`src/rtl/thermal_monitor.sv`:
```
module thermal_monitor #(
  parameter int NCH  = 3,
  parameter int SW   = 12,
  parameter int AW   = 8,
  parameter int CNTW = 16
)(
  input  logic              clk,
  input  logic              rst_n,
  input  logic              reg_we,
  input  logic [AW-1:0]     reg_addr,
  input  logic [31:0]       reg_wdata,
  output logic [31:0]       reg_rdata,
  input  logic [NCH*SW-1:0] smp_in,
  output logic              irq
);
  localparam int ACCW = SW + 4;
  localparam int PW   = (NCH > 1) ? $clog2(NCH) : 1;
  localparam logic [AW-1:0] A_ACQ = AW'(8'h00);
  localparam logic [AW-1:0] A_CT1 = AW'(8'h04);
  localparam logic [AW-1:0] A_CT2 = AW'(8'h40);
  localparam logic [AW-1:0] A_IEN = AW'(8'h44);
  localparam logic [AW-1:0] A_STS = AW'(8'h48);
  localparam logic [AW-1:0] A_FLT = AW'(8'h70);
  localparam logic [AW-1:0] A_CL0 = AW'(8'h74);
  localparam logic [AW-1:0] A_CL1 = AW'(8'h78);
  localparam logic [AW-1:0] A_DAT = AW'(8'h80);
  localparam logic [31:0]   IEN_MASK = 32'hFFFF_F777;
  localparam logic [11:0]   STS_MASK = 12'h777;

  logic [CNTW-1:0]          acq_n, tmr;
  logic                     cal_en;
  logic [15:0]              acq2;
  logic [NCH-1:0]           ch_en;
  logic [31:0]              ien;
  logic [11:0]              sts, sts_set;
  logic [2:0]               flt;
  logic [31:0]              cal0, cal1;
  logic [NCH-1:0][SW-1:0]   res;
  logic [NCH-1:0][ACCW-1:0] acc;
  logic [NCH-1:0][3:0]      cnt;
  logic [PW-1:0]            ptr, pick;
  logic                     found, tick, fire, last, done;
  logic [SW-1:0]            sample, val;
  logic [ACCW-1:0]          sum;
  logic [2:0]               dlog;

  wire wr_acq = reg_we && reg_addr == A_ACQ;
  wire wr_sts = reg_we && reg_addr == A_STS;
  wire wr_flt = reg_we && reg_addr == A_FLT;

  assign tick = (tmr == acq_n);
  assign fire = tick && found;

  always_comb begin
    found = 1'b0;
    pick  = '0;
    for (int k = 0; k < NCH; k++) begin
      if (!found && ch_en[(int'(ptr) + k) % NCH]) begin
        found = 1'b1;
        pick  = PW'((int'(ptr) + k) % NCH);
      end
    end
  end

  assign sample = smp_in[int'(pick)*SW +: SW];
  assign dlog   = {1'b0, flt[1:0]} + 3'd1;
  assign last   = {1'b0, cnt[pick]} == ((5'd2 << flt[1:0]) - 5'd1);
  assign sum    = acc[pick] + ACCW'(sample);
  assign val    = flt[2] ? SW'(sum >> dlog) : sample;
  assign done   = fire && (!flt[2] || last);

  always_comb begin
    sts_set = '0;
    if (done) begin
      sts_set[8 + int'(pick)] = 1'b1;
      if (val < cal0[SW-1:0])     sts_set[4 + int'(pick)] = 1'b1;
      if (val < cal0[16 +: SW])   sts_set[int'(pick)]     = 1'b1;
    end
  end

  always_ff @(posedge clk or negedge rst_n) begin
    if (!rst_n) begin
      acq_n <= '0; tmr <= '0; cal_en <= 1'b0; acq2 <= '0; ch_en <= '0;
      ien <= '0; sts <= '0; flt <= '0; cal0 <= '0; cal1 <= '0; ptr <= '0;
    end else begin
      if (wr_acq)      tmr <= '0;
      else if (tick)   tmr <= '0;
      else             tmr <= tmr + 1'b1;
      if (fire) ptr <= (int'(pick) == NCH-1) ? '0 : pick + 1'b1;
      sts <= (sts & ~(wr_sts ? reg_wdata[11:0] : 12'h0) | sts_set) & STS_MASK;
      if (reg_we) begin
        case (reg_addr)
          A_ACQ: acq_n  <= reg_wdata[CNTW-1:0];
          A_CT1: cal_en <= reg_wdata[17];
          A_CT2: begin acq2 <= reg_wdata[31:16]; ch_en <= reg_wdata[NCH-1:0]; end
          A_IEN: ien    <= reg_wdata & IEN_MASK;
          A_FLT: flt    <= reg_wdata[2:0];
          A_CL0: cal0   <= reg_wdata;
          A_CL1: cal1   <= reg_wdata;
          default: ;
        endcase
      end
    end
  end

  always_ff @(posedge clk or negedge rst_n) begin
    if (!rst_n) begin
      res <= '0; acc <= '0; cnt <= '0;
    end else begin
      if (wr_flt) begin
        acc <= '0;
        cnt <= '0;
      end else if (fire && flt[2]) begin
        acc[pick] <= last ? '0 : sum;
        cnt[pick] <= last ? '0 : cnt[pick] + 4'd1;
      end
      if (done) res[pick] <= val;
    end
  end

  always_comb begin
    reg_rdata = '0;
    case (reg_addr)
      A_ACQ: reg_rdata = 32'(acq_n);
      A_CT1: reg_rdata = {14'b0, cal_en, 17'b0};
      A_CT2: reg_rdata = {acq2, 16'(ch_en)};
      A_IEN: reg_rdata = ien;
      A_STS: reg_rdata = {20'b0, sts};
      A_FLT: reg_rdata = {29'b0, flt};
      A_CL0: reg_rdata = cal0;
      A_CL1: reg_rdata = cal1;
      default: begin
        for (int c = 0; c < NCH; c++)
          if (reg_addr == A_DAT + AW'(4*c)) reg_rdata = 32'(res[c]);
      end
    endcase
  end

  assign irq = |(sts & ien[11:0]);
endmodule

```
`config.mk`:
```
export PLATFORM = sky130hd
export DESIGN_NAME = thermal_monitor
export DESIGN_NICKNAME = d
export VERILOG_FILES = /design/src/rtl/thermal_monitor.sv
export SDC_FILE = /design/constraint.sdc
export NUM_CORES = 1
export LEC_CHECK = 0
export BUFFER_PORTS_ARGS = -buffer_cell sky130_fd_sc_hd__buf_4
export CAP_MARGIN = 30
export CORE_UTILIZATION = 35
export CTS_BUF_LIST = sky130_fd_sc_hd__clkbuf_4
export CTS_CLUSTER_DIAMETER = 150
export DETAILED_ROUTE_END_ITERATION = 10
export MAX_ROUTING_LAYER = met4
export PLACE_DENSITY = 0.58
export SYNTH_ARGS = -nofsm -noshare
export SYNTH_HDL_FRONTEND = slang
export SYNTH_SLANG_ARGS = --single-unit
```
`constraint.sdc`:
```
create_clock -name clk -period 22.9 [get_ports clk]
set_input_delay 3.435 -clock clk [delete_from_list [all_inputs] [get_ports clk]]
set_output_delay 3.435 -clock clk [all_outputs]
set_load 0.005 [all_outputs]
```
==> flow_summary.json, run 1 <==
{
  "netSwitchingPower_mw": 0.390,
  "timing.slew.headroom_pct": 28.4,
  "power.density_nw_per_um2": 73.2,
  "ys_async_sr_fraction_pct": 100,
  "path_class": "in -> out",
  "fp.dieW_um": 203,
  "switching_share_pct": 32.3,
  "areaGrowthSynthToFinish_pct": 17.3,
  "cts.sinks": 255,
  "critPathTopFamily": "simple AND/OR/NAND/NOR gates",
  "drc": 0,
  "worstPathRequired_ns": 19.47,
  "h-tree-depth": 3,
  "synth_most_common_cell": "dfrtp_1",
  "synth_top_area_share_pct": 45.3,
  "insertion_delay_ns": 0.76,
  "cts_buffer_depth": 3,
  "synth_area_leader_cell": "dfrtp_1",
  "synth_edf_count": 0,
  "start_util_pct": 35.4,
  "worstSetupStartpointType": "primary input",
  "ys_top_cells_by_count": "dfrtp_1, mux2_2, nand2_1",
  "dieArea_um2": 41000,
  "hold_violations": 0,
  "ios": 112,
  "p_comb_share_pct": 22.0,
  "skew_ns": 0.0468,
  "pwr-share-clk_pct": 35.9,
  "end_kind": "primary output",
  "drv_cap": 0,
  "slew_viol_final": 0,
  "setup_violations": 0,
  "synth_flop_cell": "dfrtp_1",
  "ys_ff_latch": 255,
  "dieHeight_um": 203,
  "fin_crit_sh_pct": 41.5,
  "layout.nets": 1570,
  "grt_max_degree": 120,
  "grt_pass1_vias": 11800,
  "finalCriticalPeriod_ns": 9.50,
  "avgSynthCellArea_um2": 10.8,
  "antenna_found_initial": 2,
  "cts.hold.buffers_added": 0,
  "detail_route.wl_per_cell_um": 21.0,
  "coreArea_um2": 39700,
  "yosys.cell_types.count": 79,
  "synth_area_leaders": "dfrtp_1, mux2_2, ha_1",
  "cts_setup_buffers": 0,
  "dpl.hpwl_mm": 29.5,
  "ff2ff_path_depth": 29,
  "crit_arrival_ns": 6.06,
  "dr.pass1.iters": 7,
  "fin_ws_ns": 13.40,
  "timing.fmax_mhz": 105,
  "path_buf_inv": 3,
  "numCtsBuffers": 74,
  "syn_inst": 1303,
  "max_stage_delay_ns": 0.70,
  "power_mw": 1.21,
  "ys_warn_count": 0,
  "hold_depth": 2,
  "power_frac_seq_pct": 42.1,
  "worst_slew_pin_slew_ns": 1.07,
  "cellLeakagePower_nw": 7.84,
  "synth_nets": 1423,
  "fillers": 3842,
  "hold_class": "reg -> reg",
  "cts_root_buf": "clkbuf_4",
  "postRouteAntennaNets": 0,
  "cp_slowest_cell": "nor2_2",
  "routed_wl_mm": 42.7,
  "drive_gt1_share_pct": 28.4,
  "cts.clk_slew.worst_paths_ns": 0.06,
  "pre_cts_slack_ns": 13.39,
  "grt-ovfl-total": 0,
  "gp_congestion": 0.892,
  "via_per_inst": 5.67,
  "outcome": "finished clean",
  "synthesis.area_um2": 14100,
  "cp.depth": 10,
  "cts_tree": "built",
  "crit_top_cell": "buf_4",
  "grt.total_usage_pct": 21.7,
  "drtIter0Drc": 948,
  "post_cts_resized": 0,
  "vias": 11500,
  "setup_tns_ns": 0,
  "rsz0062_at_grt": "no",
  "vdd_ir_drop_max_mv": 0.0416,
  "crit_path_max_fanout": 17,
  "grt_pass1_wl_mm": 67.0,
  "p_int_mw": 0.818,
  "placementRows": 73,
  "io_buffers": 111,
  "crit_chain": "buf_4 > nor3_1 > nand2_1 > nor2_2 > buf_4 > a222oi_1 > nand2_1 > a221oi_1 > mux2i_1 > buf_4",
  "ys_seq_area_share_pct": 45.3
}
==> tightest hold or removal path: cells and delay by family, from the launching register on <==
kind	cells	cell delay [ns]
AO/OA/AOI/OAI	1	0.05
AND/OR/NAND/NOR	1	0.05
flip-flops	1	0.35
==> power by group through the flow <==
stage               logic [mW]  clock network, mW  registers [mW]
floorplan                0.177                  0           0.504
global placement         0.257                  0           0.516
detailed placement       0.262                  0           0.516
CTS                      0.264              0.448           0.508
global route             0.294              0.473           0.511
finish                   0.266              0.434           0.508
==> path summary, 6_finish.rpt <==
path                                     startpoint                   end  slack [ns]
worst max-delay path                    reg_addr[1]          reg_rdata[2]       13.40
worst min-delay path            cnt[11]$_DFFE_PN0P_   cnt[11]$_DFFE_PN0P_        0.48
worst max register to register   ptr[1]$_DFFE_PN0P_      sts[2]$_DFF_PN0_       13.47
worst min register to register  cnt[11]$_DFFE_PN0P_   cnt[11]$_DFFE_PN0P_        0.48
max in group asynchronous                     rst_n  cal1[26]$_DFFE_PN0P_       18.10
min in group asynchronous                     rst_n   cnt[10]$_DFFE_PN0P_        2.77
==> metrics by stage <==
stage / util [%] / instance area (um2) / hold slack [ns] / cells
2_1_floorplan: - / 14100 / 0.435 / 1303
3_3_place_gp: 39.0 / 15500 / 0.453 / 1893
3_5_place_dp: 39.1 / 15500 / 0.460 / 1896
4_1_cts: 41.4 / 16500 / 0.481 / 2024
5_1_grt: 41.6 / 16500 / 0.513 / 2029
6_report: 41.6 / 16500 / 0.483 / 2029
==> metal layers <==
metal / GRT usage (%) / vias up / share of wire, %
met3: 5.20 / 97 / 6.8
li1: - / 5198 / -
met1: 27.9 / 5770 / 44
met2: 33.0 / 434 / 46
met4: 7.95 / 0 / 2.6
met5: - / - / 0
==> cell families after synthesis <==
family,synth area share (%)
AO/OA/AOI/OAI,17.4
XOR/XNOR,2.74
adder cells (fa/ha/maj),3.70
buffers and inverters,3.61
flip-flops,45.3
multiplexers,16.8
AND/OR/NAND/NOR,10.4
==> area by class of cell <==
| type | instances | area, um2 | share of cell area (%) |
|---|---|---|---|
| Multi-Input combinational cell | 923 | 7220 | 43.7 |
| Sequential cell | 255 | 6380 | 38.6 |
| Timing Repair Buffer | 139 | 1100 | 6.64 |
| Clock buffer | 111 | 833 | 5.05 |
| Tap cell | 525 | 657 | 3.98 |
| Inverter | 57 | 214 | 1.30 |
| Clock inverter | 17 | 105 | 0.636 |
| Antenna cell | 2 | 5.00 | 0.0303 |
==> registers in the layout, indices dropped and copies added (netlist names), 9 cells and up <==
name   cells
acc       48
acq2      16
acq_n     16
cal0      32
cal1      32
cnt       12
ien       29
res       36
sts        9
tmr       16
==> cells in the final DEF (no fill, tap or decap), types with 8 or more instances in the layout <==
cell type	netlist	final
and3_1	10	10
a22o_1	17	17
o21ai_0	53	53
a21oi_1	31	30
clkbuf_4	0	111
a32o_1	19	19
mux2_2	133	133
a31oi_1	9	9
mux2_1	24	24
dfrtp_1	255	255
nand3_1	17	17
a211oi_1	8	8
nor2_1	75	71
o31ai_1	21	21
nand2_1	132	132
a222oi_1	26	26
nor3_1	9	9
xor2_1	33	33
buf_4	1	133
o21a_1	11	11
a22oi_1	55	55
ha_1	40	40
or4_1	8	8
clkinv_1	1	12
xnor2_1	11	11
a21o_1	11	11
nor2b_1	15	15
inv_1	56	56
mux2i_1	44	44
(Power assumes the default switching activity.)
==> run 2, diff against run 1 <==
==> constraint.sdc (replaced) <==
create_clock -name clk -period 9.3 [get_ports clk]
set_input_delay 1.395 -clock clk [delete_from_list [all_inputs] [get_ports clk]]
set_output_delay 1.395 -clock clk [all_outputs]
set_load 0.005 [all_outputs]
==> flow_summary.json, run 2 (synthesized netlist as in run 1, its figures left out) <==
{
  "largest_reg_flops": 48,
  "vdd_ir_drop_max_mv": 0.108,
  "rsz0062_at_grt": "no",
  "h-tree-depth": 3,
  "end_kind": "register",
  "grt_max_degree": 99,
  "ff2ff_path_depth": 30,
  "cts_buffer_depth": 3,
  "cts.sinks": 255,
  "hold_class": "reg -> reg",
  "placed_area_um2": 15600,
  "coreArea_um2": 39700,
  "reg_top3": "acc x48, res x36",
  "crit_arrival_ns": 9.29,
  "power_mw": 2.93,
  "cts_setup_buffers": 0,
  "r2r_setup_slack_ns": 0.69,
  "timing.fmax_mhz": 116,
  "cellLeakagePower_nw": 7.81,
  "hold_depth": 2,
  "crit_top_cell": "a21o_1",
  "fp.dieW_um": 203,
  "drive_gt1_share_pct": 28.0,
  "drc": 0,
  "fin_util_pct": 41.4,
  "layout.nets": 1566,
  "crit_path_max_fanout": 25,
  "final_cell_mix": "dfrtp_1, mux2_2, nand2_1, buf_4, clkbuf_4",
  "slew_viol_final": 0,
  "post_cts_resized": 0,
  "grt-ovfl-total": 0,
  "gp_congestion": 0.909,
  "grt_pass1_vias": 11500,
  "numCtsBuffers": 73,
  "r2r_start": "ptr[1]$_DFFE_PN0P_",
  "rr_endpoint": "sts[1]$_DFF_PN0_",
  "vias": 11300,
  "layout.cells.most_common": "dfrtp_1",
  "grt_pass1_wl_mm": 67.7,
  "fin_crit_sh_pct": 92.6,
  "ios": 112,
  "grt.total_usage_pct": 21.9,
  "cts_tree": "built",
  "postRouteAntennaNets": 0,
  "worst_slew_pin_slew_ns": 1.03,
  "detail_route.wl_per_cell_um": 21.4,
  "regMostFlops": "acc",
  "drtIter0Drc": 793,
  "timing.slew.headroom_pct": 29.4,
  "critPathTopFamily": "compound AO/OA/AOI/OAI gates",
  "antenna_found_initial": 1,
  "dieHeight_um": 203,
  "hp-start": "cnt[11]$_DFFE_PN0P_",
  "dpl.hpwl_mm": 30.3,
  "max_stage_delay_ns": 0.89,
  "power.density_nw_per_um2": 178,
  "holdPathEnd": "cnt[11]$_DFFE_PN0P_",
  "dr.pass1.iters": 6,
  "start_util_pct": 35.4,
  "hold_violations": 0,
  "skew_ns": 0.0670,
  "drv_cap": 0,
  "worstPathRequired_ns": 9.98,
  "placementRows": 73,
  "cts_root_buf": "clkbuf_4",
  "path_class": "reg -> reg",
  "io_buffers": 111,
  "areaGrowthSynthToFinish_pct": 16.9,
  "cts.hold.buffers_added": 0,
  "setup_violations": 0,
  "worstSetupStartpointType": "register",
  "cp_slowest_cell": "a2111oi_0",
  "finalCriticalPeriod_ns": 8.61,
  "cts.clk_slew.worst_paths_ns": 0.07,
  "design_area_um2": 16500,
  "via_per_inst": 5.60,
  "insertion_delay_ns": 0.74,
  "routed_wl_mm": 43.2,
  "path_buf_inv": 3,
  "dieArea_um2": 41000,
  "outcome": "finished clean",
  "setup_tns_ns": 0
}
run 2: cell types whose count changed in the layout (fill, tap and decap cells not counted), sizes merged:
cell      before  now
inv           59   58
diode          2    1
clkinvlp       0    1
buf          139  136
clkbuf       111  105
clkinv        14   15
run 2: through the flow:
stage	setup WS (ns)	hold WS (ns)	cells
floorplan	1.93	0.435	1303
global placement	1.17	0.451	1889
detailed placement	0.754	0.457	1896
CTS	0.733	0.472	2019
global route	0.0622	0.479	2020
finish	0.689	0.473	2020
run 2: worst reg2reg max path, delay by kind of cell (launching register included):
| family | cells | cell delay, ns |
|---|---|---|
| AO/OA/AOI/OAI | 15 | 4.24 |
| AND/OR/NAND/NOR | 4 | 0.40 |
| adder cells (fa/ha/maj) | 3 | 1.19 |
| flip-flops | 1 | 0.39 |
| buffers and inverters | 3 | 0.61 |
| XOR/XNOR | 1 | 0.18 |
| multiplexers | 4 | 1.56 |
run 2: how the worst max path moves through the flow:
stage	start	endpoint	slack, ns	depth (start not counted)
floorplan	ptr[1]$_DFFE_PN0P_	sts[0]$_DFF_PN0_	1.93	31
global placement	ptr[1]$_DFFE_PN0P_	sts[2]$_DFF_PN0_	1.17	30
detailed placement	ptr[1]$_DFFE_PN0P_	sts[1]$_DFF_PN0_	0.75	30
CTS	ptr[1]$_DFFE_PN0P_	sts[1]$_DFF_PN0_	0.73	30
global route	ptr[1]$_DFFE_PN0P_	sts[1]$_DFF_PN0_	0.06	30
finish	ptr[1]$_DFFE_PN0P_	sts[1]$_DFF_PN0_	0.69	30
run 2: metal layers:
layer,vias to the layer above,wire length [um],track usage (%)
met1,5667,19500,28.8
met4,0,1200,7.89
li1,5182,-,-
met2,393,19700,33.6
met5,-,0,-
met3,72,2710,4.08
run 2: where the power goes:
group	switching [mW]	internal, mW	total, mW
Sequential	0.0621	1.18	1.25
Clock	0.490	0.544	1.03
Combinational	0.390	0.256	0.645
Total	0.942	1.98	2.93
run 2: layout make-up:
cell class	count	area [um2]
Tap cell	525	657
Clock buffer	105	788
Fill cell	3913	23300
Multi-Input combinational cell	923	7210
Sequential cell	255	6380
Inverter	57	214
Timing Repair Buffer	136	1100
Antenna cell	1	2.50
Clock inverter	18	105
==> run 3, diff against run 2 <==
--- a/config.mk
+++ b/config.mk
@@ -5,6 +5,7 @@
 export SDC_FILE = /design/constraint.sdc
 export NUM_CORES = 1
 export LEC_CHECK = 0
+export ABC_AREA = 1
 export BUFFER_PORTS_ARGS = -buffer_cell sky130_fd_sc_hd__buf_4
 export CAP_MARGIN = 30
 export CORE_UTILIZATION = 35
==> flow_summary.json, run 3 <==
{
  "cellLeakagePower_nw": 7.63,
  "synth_most_common_cell": "nand2_1",
  "coreArea_um2": 37900,
  "grt_max_degree": 114,
  "cts.hold.buffers_added": 0,
  "synth_edf_count": 0,
  "grt_pass1_vias": 12400,
  "ys_async_sr_fraction_pct": 100,
  "layout.cells.most_common": "nand2_1",
  "fin_crit_sh_pct": 73.0,
  "synth_area_leaders": "dfrtp_1, nand2_1, o21ai_0",
  "drive_gt1_share_pct": 15.1,
  "placementRows": 71,
  "largest_reg_flops": 48,
  "grt.total_usage_pct": 22.7,
  "cts_setup_buffers": 0,
  "yosys.cell_types.count": 51,
  "synth_flop_cell": "dfrtp_1",
  "post_cts_resized": 0,
  "gp_congestion": 0.926,
  "synthesis.area_um2": 13600,
  "worst_slew_pin_slew_ns": 0.952,
  "final_cell_mix": "nand2_1, dfrtp_1, inv_1, o21ai_0, buf_4",
  "reg_top3": "acc x48, res x36",
  "drc": 0,
  "fillers": 3949,
  "ys_seq_area_share_pct": 46.9,
  "setup_violations": 0,
  "synth_nets": 1847,
  "power_mw": 4.98,
  "ios": 112,
  "start_util_pct": 35.8,
  "avgSynthCellArea_um2": 7.87,
  "dieArea_um2": 39600,
  "path_buf_inv": 6,
  "syn_inst": 1727,
  "crit_path_max_fanout": 16,
  "max_stage_delay_ns": 0.72,
  "vias": 12400,
  "fp.dieW_um": 199,
  "hold_slack_ns": 0.481,
  "drtIter0Drc": 844,
  "cp_slowest_cell": "a2111oi_0",
  "critPathTopFamily": "simple AND/OR/NAND/NOR gates",
  "areaGrowthSynthToFinish_pct": 17.3,
  "antenna_found_initial": 1,
  "layout.nets": 1978,
  "path_class": "reg -> reg",
  "worstPathRequired_ns": 9.95,
  "vdd_ir_drop_max_mv": 0.194,
  "finalCriticalPeriod_ns": 6.79,
  "grt_pass1_wl_mm": 67.6,
  "timing.slew.headroom_pct": 36.5,
  "timing.fmax_mhz": 147,
  "fin_cells": 2415,
  "io_buffers": 111,
  "dr.pass1.iters": 5,
  "hold_violations": 0,
  "routed_wl_mm": 42.1,
  "r2r_setup_slack_ns": 2.51,
  "ys_warn_count": 0,
  "design_area_um2": 15900,
  "crit_top_cell": "nand2_1",
  "power.density_nw_per_um2": 312,
  "setup_tns_ns": 0,
  "synth_area_leader_cell": "dfrtp_1",
  "via_per_inst": 5.13,
  "cts_buffer_depth": 3,
  "insertion_delay_ns": 0.71,
  "ys_ff_latch": 255,
  "slew_viol_final": 0,
  "detail_route.wl_per_cell_um": 17.4,
  "crit_arrival_ns": 7.43,
  "cts.clk_slew.worst_paths_ns": 0.07,
  "dpl.hpwl_mm": 28.6,
  "placed_area_um2": 15000,
  "numCtsBuffers": 74,
  "rsz0062_at_grt": "no",
  "cts_root_buf": "clkbuf_4",
  "dp_cells": 2292,
  "end_kind": "register",
  "outcome": "finished clean",
  "multi_input_area_um2": 6090,
  "cts.sinks": 255,
  "synth_top_area_share_pct": 46.9,
  "skew_ns": 0.0514,
  "h-tree-depth": 3,
  "postRouteAntennaNets": 0,
  "worstSetupStartpointType": "register",
  "regMostFlops": "acc",
  "grt-ovfl-total": 0,
  "dieHeight_um": 199,
  "hold_class": "reg -> reg",
  "seqCellArea_um2": 6380,
  "ys_top_cells_by_count": "nand2_1, dfrtp_1, inv_1",
  "cts_tree": "built",
  "drv_cap": 0
}
## run 3: cell count changes after synthesis, sizes merged, moves of 75 or more
| cell | delta |
|---|---|
| nand2 | +365 |
| mux2 | -158 |
| inv | +153 |
| o22ai | +75 |
| o21ai | +173 |
## run 3: cell type report
cell class / instances / area share [%]
diodes: 1 / 0.0157
clock inverters: 12 / 0.651
multi-input cells: 1182 / 38.2
repair buffers: 133 / 7.01
inverters: 212 / 4.99
flip-flops and latches: 255 / 40.0
clock buffers: 109 / 5.13
well taps: 511 / 4.01
## run 3: cells by family (layout without fill, tap and decap cells)
kind of cell | Yosys count | in the layout | synth area share (%)
AO/OA/AOI/OAI | 404 | 404 | 17.3
XOR/XNOR | 28 | 28 | 1.80
adder cells (fa/ha/maj) | 41 | 41 | 3.83
buffers and inverters | 290 | 466 | 8.37
flip-flops | 255 | 255 | 46.9
multiplexers | 3 | 3 | 0.221
other | 0 | 1 | 0
AND/OR/NAND/NOR | 706 | 706 | 21.5
## run 3: power breakdown
part           internal, mW  switching (mW)  leakage, nW
clock                 0.586           0.480        0.553
combinational         0.875            1.69         3.68
sequential             1.26          0.0958         3.40
## run 3: metal layers
metal / GRT usage, % / wire, um / vias to the layer above
li1: - / - / 6020
met1: 29.8 / 19300 / 5897
met2: 34.9 / 19200 / 393
met3: 4.14 / 2480 / 83
met4: 8.52 / 1090 / 0
met5: - / 0 / -
## run 3: worst min-delay path: stages, from the launching register on
cell and delay [ns]:
dfrtp_1 0.34, nand2_1 0.05, nand2_1 0.05
## run 3: path summary, 6_finish.rpt
path                                     start  depth (start not counted)                    to
min                        res[25]$_DFFE_PN0P_                          2   res[25]$_DFFE_PN0P_
max                         ptr[0]$_DFFE_PN0P_                         39      sts[5]$_DFF_PN0_
max reg2reg                 ptr[0]$_DFFE_PN0P_                         39      sts[5]$_DFF_PN0_
max in group asynchronous                rst_n                          2  cal1[18]$_DFFE_PN0P_
min in group asynchronous                rst_n                          1    cnt[8]$_DFFE_PN0P_
min reg2reg                res[25]$_DFFE_PN0P_                          2   res[25]$_DFFE_PN0P_
## run 3: stage by stage
stage / worst slack (ns) / util [%]
floorplan: 3.68 / -
global placement: 2.76 / 39.2
detailed placement: 2.61 / 39.5
CTS: 2.62 / 42.0
global route: 1.84 / 42.0
finish: 2.51 / 42.0
